## src/rtl/mfindex_pkg.sv

```systemverilog
package mfindex_pkg;
  localparam int unsigned CMD_W       = 32;
  localparam logic [31:0] CMD_MASK    = 32'h0000_0C0F;
  localparam int unsigned RUN_BIT     = 0;
  localparam int unsigned HCRST_BIT   = 1;
  localparam int unsigned WRAP_EN_BIT = 10;
  localparam logic [7:0]  EVT_UFWRAP  = 8'd39;
  localparam logic [7:0]  CC_SUCCESS  = 8'd1;

  typedef struct packed {
    logic [7:0] ev_type;
    logic [7:0] cc;
  } wrap_evt_t;
endpackage

```

## src/rtl/mfi_cmd_reg.sv

```systemverilog
module mfi_cmd_reg
  import mfindex_pkg::*;
(
  input  logic             clk_i,
  input  logic             rst_ni,
  input  logic             we_i,
  input  logic [CMD_W-1:0] wdata_i,
  output logic [CMD_W-1:0] cmd_q_o,
  output logic             run_nxt_o,
  output logic             arm_nxt_o,
  output logic             start_o,
  output logic             hc_rst_o
);
  logic [CMD_W-1:0] wr_val, cmd_nxt, cmd_q;

  assign wr_val   = wdata_i & CMD_MASK;
  assign hc_rst_o = we_i & wdata_i[HCRST_BIT];
  // reset bit is self-clearing and wins over run
  always_comb begin
    cmd_nxt = cmd_q;
    if (hc_rst_o)  cmd_nxt = '0;
    else if (we_i) cmd_nxt = wr_val & ~(CMD_W'(1) << HCRST_BIT);
  end

  assign start_o   = we_i & ~hc_rst_o & wr_val[RUN_BIT] & ~cmd_q[RUN_BIT];
  assign run_nxt_o = cmd_nxt[RUN_BIT];
  assign arm_nxt_o = cmd_nxt[RUN_BIT] & cmd_nxt[WRAP_EN_BIT];

  always_ff @(posedge clk_i or negedge rst_ni) begin
    if (!rst_ni) cmd_q <= '0;
    else         cmd_q <= cmd_nxt;
  end

  assign cmd_q_o = cmd_q;
endmodule

```

## src/rtl/mfi_prescaler.sv

```systemverilog
module mfi_prescaler #(
  parameter int unsigned DIV = 15625
) (
  input  logic clk_i,
  input  logic rst_ni,
  input  logic clr_i,
  input  logic en_i,
  output logic tick_o
);
  localparam int unsigned CNT_W = (DIV > 1) ? $clog2(DIV) : 1;
  localparam logic [CNT_W-1:0] LAST = CNT_W'(DIV - 1);

  logic [CNT_W-1:0] cnt_q;

  assign tick_o = en_i & (cnt_q == LAST);

  always_ff @(posedge clk_i or negedge rst_ni) begin
    if (!rst_ni)     cnt_q <= '0;
    else if (clr_i)  cnt_q <= '0;
    else if (tick_o) cnt_q <= '0;
    else if (en_i)   cnt_q <= cnt_q + 1'b1;
  end
endmodule

```

## src/rtl/mfi_counter.sv

```systemverilog
module mfi_counter #(
  parameter int unsigned W = 14
) (
  input  logic         clk_i,
  input  logic         rst_ni,
  input  logic         clr_i,
  input  logic         tick_i,
  output logic [W-1:0] idx_o,
  output logic         wrap_o
);
  logic [W-1:0] idx_q;

  assign wrap_o = tick_i & (&idx_q);

  always_ff @(posedge clk_i or negedge rst_ni) begin
    if (!rst_ni)     idx_q <= '0;
    else if (clr_i)  idx_q <= '0;
    else if (tick_i) idx_q <= idx_q + 1'b1;
  end

  assign idx_o = idx_q;
endmodule

```

## src/rtl/mfindex_ctr.sv

```systemverilog
module mfindex_ctr
  import mfindex_pkg::*;
#(
  parameter int unsigned CLK_PER_UFRAME = 15625,
  parameter int unsigned IDX_W          = 14,
  parameter int unsigned ADDR_W         = 6,
  parameter int unsigned DATA_W         = 32,
  parameter int unsigned REG_OFFSET     = 0
) (
  input  logic              clk_i,
  input  logic              rst_ni,
  input  logic              cmd_we_i,
  input  logic [CMD_W-1:0]  cmd_wdata_i,
  output logic [CMD_W-1:0]  cmd_o,
  input  logic              rd_en_i,
  input  logic [ADDR_W-1:0] rd_addr_i,
  output logic [DATA_W-1:0] rd_data_o,
  output logic              evt_valid_o,
  output logic [7:0]        evt_type_o,
  output logic [7:0]        evt_code_o
);
  localparam logic [ADDR_W-1:0] REG_ADDR = ADDR_W'(REG_OFFSET);
  localparam wrap_evt_t WRAP_EVT = '{ev_type: EVT_UFWRAP, cc: CC_SUCCESS};

  logic             run_nxt, arm_nxt, start, hc_rst, rebase, run_en;
  logic             tick, wrap, evt_q;
  logic [IDX_W-1:0] idx_q;

  mfi_cmd_reg u_cmd (
    .clk_i    (clk_i),
    .rst_ni   (rst_ni),
    .we_i     (cmd_we_i),
    .wdata_i  (cmd_wdata_i),
    .cmd_q_o  (cmd_o),
    .run_nxt_o(run_nxt),
    .arm_nxt_o(arm_nxt),
    .start_o  (start),
    .hc_rst_o (hc_rst)
  );

  assign rebase = start | hc_rst;
  assign run_en = run_nxt & ~rebase;

  mfi_prescaler #(.DIV(CLK_PER_UFRAME)) u_pre (
    .clk_i (clk_i),
    .rst_ni(rst_ni),
    .clr_i (rebase),
    .en_i  (run_en),
    .tick_o(tick)
  );

  mfi_counter #(.W(IDX_W)) u_cnt (
    .clk_i (clk_i),
    .rst_ni(rst_ni),
    .clr_i (rebase),
    .tick_i(tick),
    .idx_o (idx_q),
    .wrap_o(wrap)
  );

  // arming uses the command value written this cycle
  always_ff @(posedge clk_i or negedge rst_ni) begin
    if (!rst_ni) evt_q <= 1'b0;
    else         evt_q <= wrap & arm_nxt;
  end

  assign evt_valid_o = evt_q;
  assign evt_type_o  = evt_q ? WRAP_EVT.ev_type : 8'h00;
  assign evt_code_o  = evt_q ? WRAP_EVT.cc : 8'h00;

  generate
    if (DATA_W > IDX_W) begin : g_pad
      assign rd_data_o = (rd_en_i && rd_addr_i == REG_ADDR)
                         ? {{(DATA_W-IDX_W){1'b0}}, idx_q} : '0;
    end else begin : g_nopad
      assign rd_data_o = (rd_en_i && rd_addr_i == REG_ADDR) ? DATA_W'(idx_q) : '0;
    end
  endgenerate
endmodule

```

## config.mk

```make
export PLATFORM = sky130hd
export DESIGN_NAME = mfindex_ctr
export DESIGN_NICKNAME = d
export VERILOG_FILES = /design/src/rtl/mfindex_pkg.sv /design/src/rtl/mfi_cmd_reg.sv /design/src/rtl/mfi_prescaler.sv /design/src/rtl/mfi_counter.sv /design/src/rtl/mfindex_ctr.sv
export SDC_FILE = /design/constraint.sdc
export NUM_CORES = 1
export LEC_CHECK = 0
export ABC_CLOCK_PERIOD_IN_PS = 4600
export BUFFER_PORTS_ARGS = -buffer_cell sky130_fd_sc_hd__buf_2
export CORE_MARGIN = 8
export CORE_UTILIZATION = 49
export DETAILED_ROUTE_END_ITERATION = 8
export PLACE_DENSITY = 0.86
export SETUP_SLACK_MARGIN = 0.5
export SYNTH_ARGS = -nofsm -noshare
export SYNTH_HDL_FRONTEND = slang
export SYNTH_SLANG_ARGS = --single-unit
```

## constraint.sdc

```tcl
create_clock -name clk_i -period 4.6 [get_ports clk_i]
set_input_delay 0.92 -clock clk_i [delete_from_list [all_inputs] [get_ports clk_i]]
set_output_delay 0.92 -clock clk_i [all_outputs]
set_load 0.02 [all_outputs]
```

# Yosys cells after proc, flatten, opt, wreduce, memory -nomap -nowiden
# Cells that the tools add are included.
# totals
ramBits	0
latchBits	0
mem_bits_ro	0
regBits	61
inputBits	42
mem_count	0
# op_classes
mux	10
mul	0
addsub	2
n_shift	0
n_eq_ne	1
bitwise	13
reduce_logical	6
magnitude_cmp	0
div	0
# ops
op	count
14-bit 2-to-1 mux	6
32-bit 2-to-1 mux	2
14-bit by 1-bit adder with 14-bit output (second input constant)	2
14-bit == test (second input constant)	1
14-bit AND reduction	1
1-bit bitwise AND	9
6-bit zero test	1
6-bit 2-to-1 mux	1
2-bit nonzero test	2
1-bit inverter	3
3-bit nonzero test	1
1-bit logical AND	1
1-bit 2-to-1 mux	1
1-bit bitwise OR	1

# Depth between registers and ports, before layout
# Gate-level depths: netlist of run 1.
# depth
depth_word	11
depth_mapped	8

# Cells and area by module
# From an unflattened synthesis of run 1, not the netlist that was laid out.
# unflattened
hier_cells	271
area_unflattened_um2	2548.7
# by_module_without_submodules
mod	area_per_inst_um2	seq_area_each_um2	n_inst	cells_each
mfi_prescaler	910.9	350.3	1	94
mfi_counter	725.7	350.3	1	71
mfindex_ctr	475.5	25.0	1	59
mfi_cmd_reg	436.7	125.1	1	47

# Worst setup path after synthesis of run 1
# OpenSTA, ideal clock, no wires.
# synth_path
path_kind	input -> output
start	input rd_addr_i[2]
end	output rd_data_o[10]
stages	4
setup_slack_ps	1280
t_arrival_ps	2400
n_path_buf	1
cell_sequence	or4b_2 -> nor4_1 -> clkbuf_1 -> and2_1
# synth_via
elab_chain_cells	3
# synth_lines
item	line	source
start, declared	mfindex_ctr.sv:16	input logic [ADDR_W-1:0] rd_addr_i,
6-bit zero test	mfindex_ctr.sv:73	assign rd_data_o = (rd_en_i && rd_addr_i == REG_ADDR)
1-bit logical AND	mfindex_ctr.sv:73	
14-bit 2-to-1 mux	mfindex_ctr.sv:74	? {{(DATA_W-IDX_W){1'b0}}, idx_q} : '0;
end, declared	mfindex_ctr.sv:17	output logic [DATA_W-1:0] rd_data_o,
# No other way between the ends.

# Worst setup path in the final report of run 1
# layout_path
start	input rd_addr_i[2]
end	output rd_data_o[1]
# Same word-level chain as after synthesis.

==> impl_metrics.ini, run 1 <==
[sta]
worst_slack_ns = 1.289
tightest_slew_ns = 1.007
report.final.setup_viol = 0
drv_slew = 0
max_freq_mhz = 302.0
clock_skew_ns = 0.002832
period_share = 0.7198
period_needed_ns = 3.311
relSlewSlack = 0.3226
setup_tns_ns = 0
hold_violations = 0
rsz0062_at_grt = no

[synth]
syn_avg_cell_area_um2 = 8.810
yosysUniqueCellTypes = 40
ys_seq_elements = 34
syn_inst = 269
synth_edf_count = 0
synth_area_um2 = 2370
synthArstFlopShare = 1.000
synth_warnings = 0
synth_flop_cell = dfrtp_1
yosysSeqAreaShare = 0.3590

[pwr]
p_leak_nw = 1.180
swShare = 0.2960
p_int_mw = 0.4476
vdd_drop_max_v = 0.00009524
combPwrFrac = 0.154
switching_power_mw = 0.1882
power_frac_clock = 0.350
p_per_area_nw_per_um2 = 257.3
p_seq_frac = 0.496

[final_layout]
area_growth_pct = 4.277
regArea_um2 = 850.8
fillers = 434
finalNetCount = 352
diodes = 0
multi_input_area_um2 = 1212
drive_above_1_share = 0.1688
stdcell_count = 362
post-route-util = 0.5267
fin_area_um2 = 2471

[grt]
grt_max_degree = 35
grt-ovfl-total = 0
grt_pass1_wl_um = 8369
antenna_found_initial = 0
grt_pass1_vias = 1849
track_usage = 0.1398

[die]
placeableCoreArea_um2 = 4692
rows = 25
io_pins = 123
die_area_um2 = 7318
die_h_um = 85.55
die_x_um = 85.55
initial_core_util = 0.5051

[worst_setup_path]
r2r_slack_ns = 1.84
critical_path.startpoint_type = input pin
worstPathArrival_ns = 2.39
critPathRequiredTime_ns = 3.68
path_class = in2out
cp-end-kind = output pin
crit_fanout = 14

[routing]
routed_wl_um = 5117
wire_per_inst_um = 14.14
vias_per_cell = 5.348
postRouteAntennaNets = 0
first_pass_iters = 4
routed-via-count = 1936
drtIter0Drc = 102
drc_errors = 0

[hold_path]
hp-class = reg2reg

[clocking]
postCtsHoldBufs = 0
cts_setup_buffers = 0
clockBufferDepth = 2
clk_latency_ns = 0.28
cts_buffers = 5
cts_resized = 0
clock_sinks = 34
htree_levels = 2
cts-root-buf = clkbuf_8
cts_tree = yes
clk_pin_slew_ns = 0.07

[place]
placed_cell_area_um2 = 2380
port_buffers = 40
dpl.hpwl_um = 3923
pre_cts_ws_ns = 1.314
routabilityCongestion = 0.8780
dp.cells = 354

[status]
outcome = complete, no violations

[flow_run]
cap_violations = 0
-- logic make-up (layout without fill, tap and decap cells) --
family,Yosys count,in the layout,share of synthesized area
AND/OR/NAND/NOR,93,93,0.2212
buffers and inverters,75,59,0.2165
AO/OA/AOI/OAI,53,53,0.1468
flip-flops,34,34,0.3590
XOR/XNOR,6,6,0.02218
multiplexers,4,4,0.01690
adder cells (fa/ha/maj),3,3,0.01584
other,1,56,0.001582
-- path summary, 6_finish.rpt --
path	start	to	depth (start not counted)
worst max-delay path	rd_addr_i[2]	rd_data_o[1]	6
worst min-delay path	u_cmd.cmd_q_o[11]$_DFFE_PN0P_	u_cmd.cmd_q_o[11]$_DFFE_PN0P_	1
worst max register to register	u_pre.cnt_q[0]$_DFFE_PN0P_	u_cnt.idx_o[3]$_DFFE_PN0P_	6
worst min register to register	u_cmd.cmd_q_o[11]$_DFFE_PN0P_	u_cmd.cmd_q_o[11]$_DFFE_PN0P_	1
max in group asynchronous	rst_ni	u_pre.cnt_q[6]$_DFFE_PN0P_	1
min in group asynchronous	rst_ni	u_cnt.idx_o[4]$_DFFE_PN0P_	1
-- metrics by stage --
| step | hold slack (ns) | power [mW] |
|---|---|---|
| after detailed placement | 0.4932 | 0.4161 |
| after CTS | 0.5108 | 0.6387 |
| final | 0.5040 | 0.6358 |
| after floorplan | 0.4839 | 0.4269 |
| after global placement | 0.4873 | 0.4145 |
| after global routing | 0.5231 | 0.6676 |
-- synthesized netlist by cell type (5+ instances only) --
cell type,number,area (um2)
or3_1,5,31.28
xnor2_1,6,52.55
inv_1,8,30.03
nand2_1,17,63.81
and2_1,14,87.58
a21oi_1,14,70.07
and3_1,5,31.28
o31ai_1,7,52.55
buf_4,61,457.9
nand3_1,13,65.06
o21ai_0,9,45.04
dfrtp_1,34,850.8
nand4_1,5,31.28
nor2_1,8,30.03
or4_1,8,60.06
-- cell usage in the layout (no fill, tap or decap), types with 3 or more instances in the layout --
cell type	n
inv_1	8
o21ai_0	9
xnor2_1	6
a21oi_1	14
a22o_1	3
conb_1	56
mux2i_1	4
nor2_1	8
dfrtp_1	34
nand2_1	17
o31ai_1	7
nor2b_1	4
a211oi_1	4
or4_1	8
ha_1	3
clkbuf_8	6
and3_1	5
nand3_1	13
nor4_1	4
or3_1	5
nor3_1	4
and2_1	14
nand4_1	5
buf_2	40
-- power by group through the flow --
stage | registers [mW] | logic [mW] | clock network [mW]
3_5_place_dp | 0.321 | 0.0955 | 0
4_1_cts | 0.315 | 0.0960 | 0.227
5_1_grt | 0.316 | 0.107 | 0.244
3_3_place_gp | 0.320 | 0.0941 | 0
6_report | 0.316 | 0.0976 | 0.223
2_1_floorplan | 0.324 | 0.103 | 0
-- registers in the layout, summed over array words and instances (netlist names) --
| signal | cells |
|---|---|
| u_cnt.idx_o | 14 |
| u_cmd.cmd_q_o | 5 |
| u_pre.cnt_q | 14 |
| evt_valid_o | 1 |
-- worst max-delay path: stages --
cell and delay [ns]:
buf_2 0.09, or4b_2 0.65, nor4_1 0.18, buf_4 0.21, and2_1 0.16, buf_2 0.17
-- layout make-up --
class,instances,share of cell area
clock buffer,7,0.03494
clock inverter,1,0.002025
inverter,9,0.01367
multi-input combinational,215,0.4906
sequential,34,0.3443
tap,54,0.02734
timing repair buffer,42,0.08709
-- layer usage --
layer  vias up  global-route usage  routed length (um)
li1        919                   -                   -
met1       928              0.1444                2033
met2        83              0.2440                2537
met3         6             0.05922                 474
met4         0             0.05573                  72
met5         -                   0                   0
Power figures use the tool's default switching activity.
==> run 2: changes to the inputs <==
--- a/config.mk
+++ b/config.mk
@@ -5,12 +5,12 @@
 export SDC_FILE = /design/constraint.sdc
 export NUM_CORES = 1
 export LEC_CHECK = 0
-export ABC_CLOCK_PERIOD_IN_PS = 4600
+export ABC_CLOCK_PERIOD_IN_PS = 3300
 export BUFFER_PORTS_ARGS = -buffer_cell sky130_fd_sc_hd__buf_2
 export CORE_MARGIN = 8
-export CORE_UTILIZATION = 49
+export CORE_UTILIZATION = 46
 export DETAILED_ROUTE_END_ITERATION = 8
-export PLACE_DENSITY = 0.86
+export PLACE_DENSITY = 0.81
 export SETUP_SLACK_MARGIN = 0.5
 export SYNTH_ARGS = -nofsm -noshare
 export SYNTH_HDL_FRONTEND = slang
==> constraint.sdc (replaced) <==
create_clock -name clk_i -period 3.3 [get_ports clk_i]
set_input_delay 0.66 -clock clk_i [delete_from_list [all_inputs] [get_ports clk_i]]
set_output_delay 0.66 -clock clk_i [all_outputs]
set_load 0.02 [all_outputs]
==> run 2 against run 1 <==
Effect of this change:
- sequential cell count unchanged
- clock power increased by 36%
- first-iteration DRC count is 0.98% higher
- clock skew rose by 0.0016 ns
- utilization shrank 2.6 points
- combinational power rose by 43%
- critical endpoint is now rd_data_o[8]
- hold slack got worse by 0.069 ns
==> impl_metrics.ini, run 2 (same netlist as run 1, synthesis figures left out) <==
[status]
outcome = complete, no violations

[routing]
drc_errors = 0
postRouteAntennaNets = 0
routed_wl_um = 5574
first_pass_iters = 4
drtIter0Drc = 103
wire_per_inst_um = 14.75
routed-via-count = 1950
vias_per_cell = 5.159

[final_layout]
area_growth_pct = 6.600
stdcell_count = 378
mostFrequentLayoutCell = conb_1
fillers = 469
diodes = 0
final_cell_mix = 56 x conb_1, 39 x buf_2, 34 x dfrtp_1, 17 x nand2_1
drive_above_1_share = 0.1786
finalNetCount = 354

[clocking]
postCtsHoldBufs = 0
cts_tree = yes
cts_buffers = 5
clock_sinks = 34
clk_latency_ns = 0.29
htree_levels = 2
clockBufferDepth = 2
cts_setup_buffers = 0
cts-root-buf = clkbuf_8
cts_resized = 0
clk_pin_slew_ns = 0.07

[pwr]
p_leak_nw = 1.190
p_per_area_nw_per_um2 = 349.9
vdd_drop_max_v = 0.0001585

[sta]
period_needed_ns = 2.704
rsz0062_at_grt = no
max_freq_mhz = 369.8
setup_tns_ns = 0
drv_slew = 0
tightest_slew_ns = 0.7505
report.final.setup_viol = 0
hold_violations = 0
period_share = 0.8193
clock_skew_ns = 0.004406
whs_ns = 0.4354
relSlewSlack = 0.4996

[place]
port_buffers = 40
dpl.hpwl_um = 4173
routabilityCongestion = 0.8769
dp.cells = 371

[die]
die_x_um = 87.78
die_h_um = 87.78
die_area_um2 = 7704
io_pins = 123
initial_core_util = 0.4700
placeableCoreArea_um2 = 5042
rows = 26

[grt]
grt-ovfl-total = 0
track_usage = 0.1421
grt_max_degree = 35
antenna_found_initial = 0
grt_pass1_wl_um = 8714
grt_pass1_vias = 1859

[worst_setup_path]
worstPathArrival_ns = 2.04
r2r_slack_ns = 0.76
cp-end-kind = output pin
path_class = in2out
crit_fanout = 7
critical_path.startpoint_type = input pin
startpoint = rd_addr_i[2]
reg2reg_from = u_pre.cnt_q[0]$_DFFE_PN0P_
critPathRequiredTime_ns = 2.64

[flow_run]
cap_violations = 0

[hold_path]
hp-class = in2async
[run 2: changes by cell type in the layout (fill, tap and decap cells not counted), sizes merged]
cell,before,now
clkdlybuf4s15,0,1
clkinv,2,1
buf,42,43
clkbuf,7,6
[run 2: power by group]
part / internal [mW] / total (mW) / switching [mW]
sequential: 0.428 / 0.441 / 0.0120
clock: 0.161 / 0.304 / 0.143
combinational: 0.0281 / 0.140 / 0.112
total: 0.617 / 0.884 / 0.267
[run 2: through the flow]
| stage | total power [mW] | area [um2] | utilization | worst slack (ns) |
|---|---|---|---|---|
| 6_report | 0.8838 | 2526 | 0.5010 | 0.5962 |
| 5_1_grt | 0.9212 | 2526 | 0.5010 | 0.5321 |
| 4_1_cts | 0.8845 | 2490 | 0.4938 | 0.5303 |
| 3_5_place_dp | 0.5820 | 2407 | 0.4774 | 0.5349 |
| 3_3_place_gp | 0.5784 | 2407 | 0.4774 | 0.5718 |
| 2_1_floorplan | 0.5950 | 2576 | - | 0.5003 |
[run 2: final timing paths]
check / endpoint / cells past startpoint
setup / recovery: rd_data_o[8] / 6
setup reg to reg: u_pre.cnt_q[0]$_DFFE_PN0P_ / 7
hold / removal: u_cnt.idx_o[2]$_DFFE_PN0P_ / 1
max in group asynchronous: u_pre.cnt_q[8]$_DFFE_PN0P_ / 1
min in group clk_i: u_cmd.cmd_q_o[10]$_DFF_PN0_ / 2
hold reg to reg: u_cmd.cmd_q_o[10]$_DFF_PN0_ / 2
[run 2: cell type report]
type | count | area, um2 | share of cell area
tap | 70 | 87.58 | 0.03467
multi-input combinational | 215 | 1235 | 0.4889
inverter | 9 | 33.78 | 0.01337
sequential | 34 | 850.8 | 0.3368
timing repair buffer | 44 | 236.5 | 0.09361
clock buffer | 6 | 82.58 | 0.03269
[run 2: critical path, cell delays in order]
cell	delay, ns
buf_2	0.10
or4b_4	0.54
nor4_4	0.17
clkdlybuf4s15_2	0.29
and2_1	0.13
buf_2	0.16
[run 2: layer usage]
| metal | track usage | vias up | part of all wire |
|---|---|---|---|
| met4 | 0.05000 | 0 | 0.011 |
| met5 | 0 | - | 0 |
| met2 | 0.2373 | 85 | 0.49 |
| li1 | - | 923 | - |
| met1 | 0.1699 | 937 | 0.41 |
| met3 | 0.03940 | 5 | 0.086 |
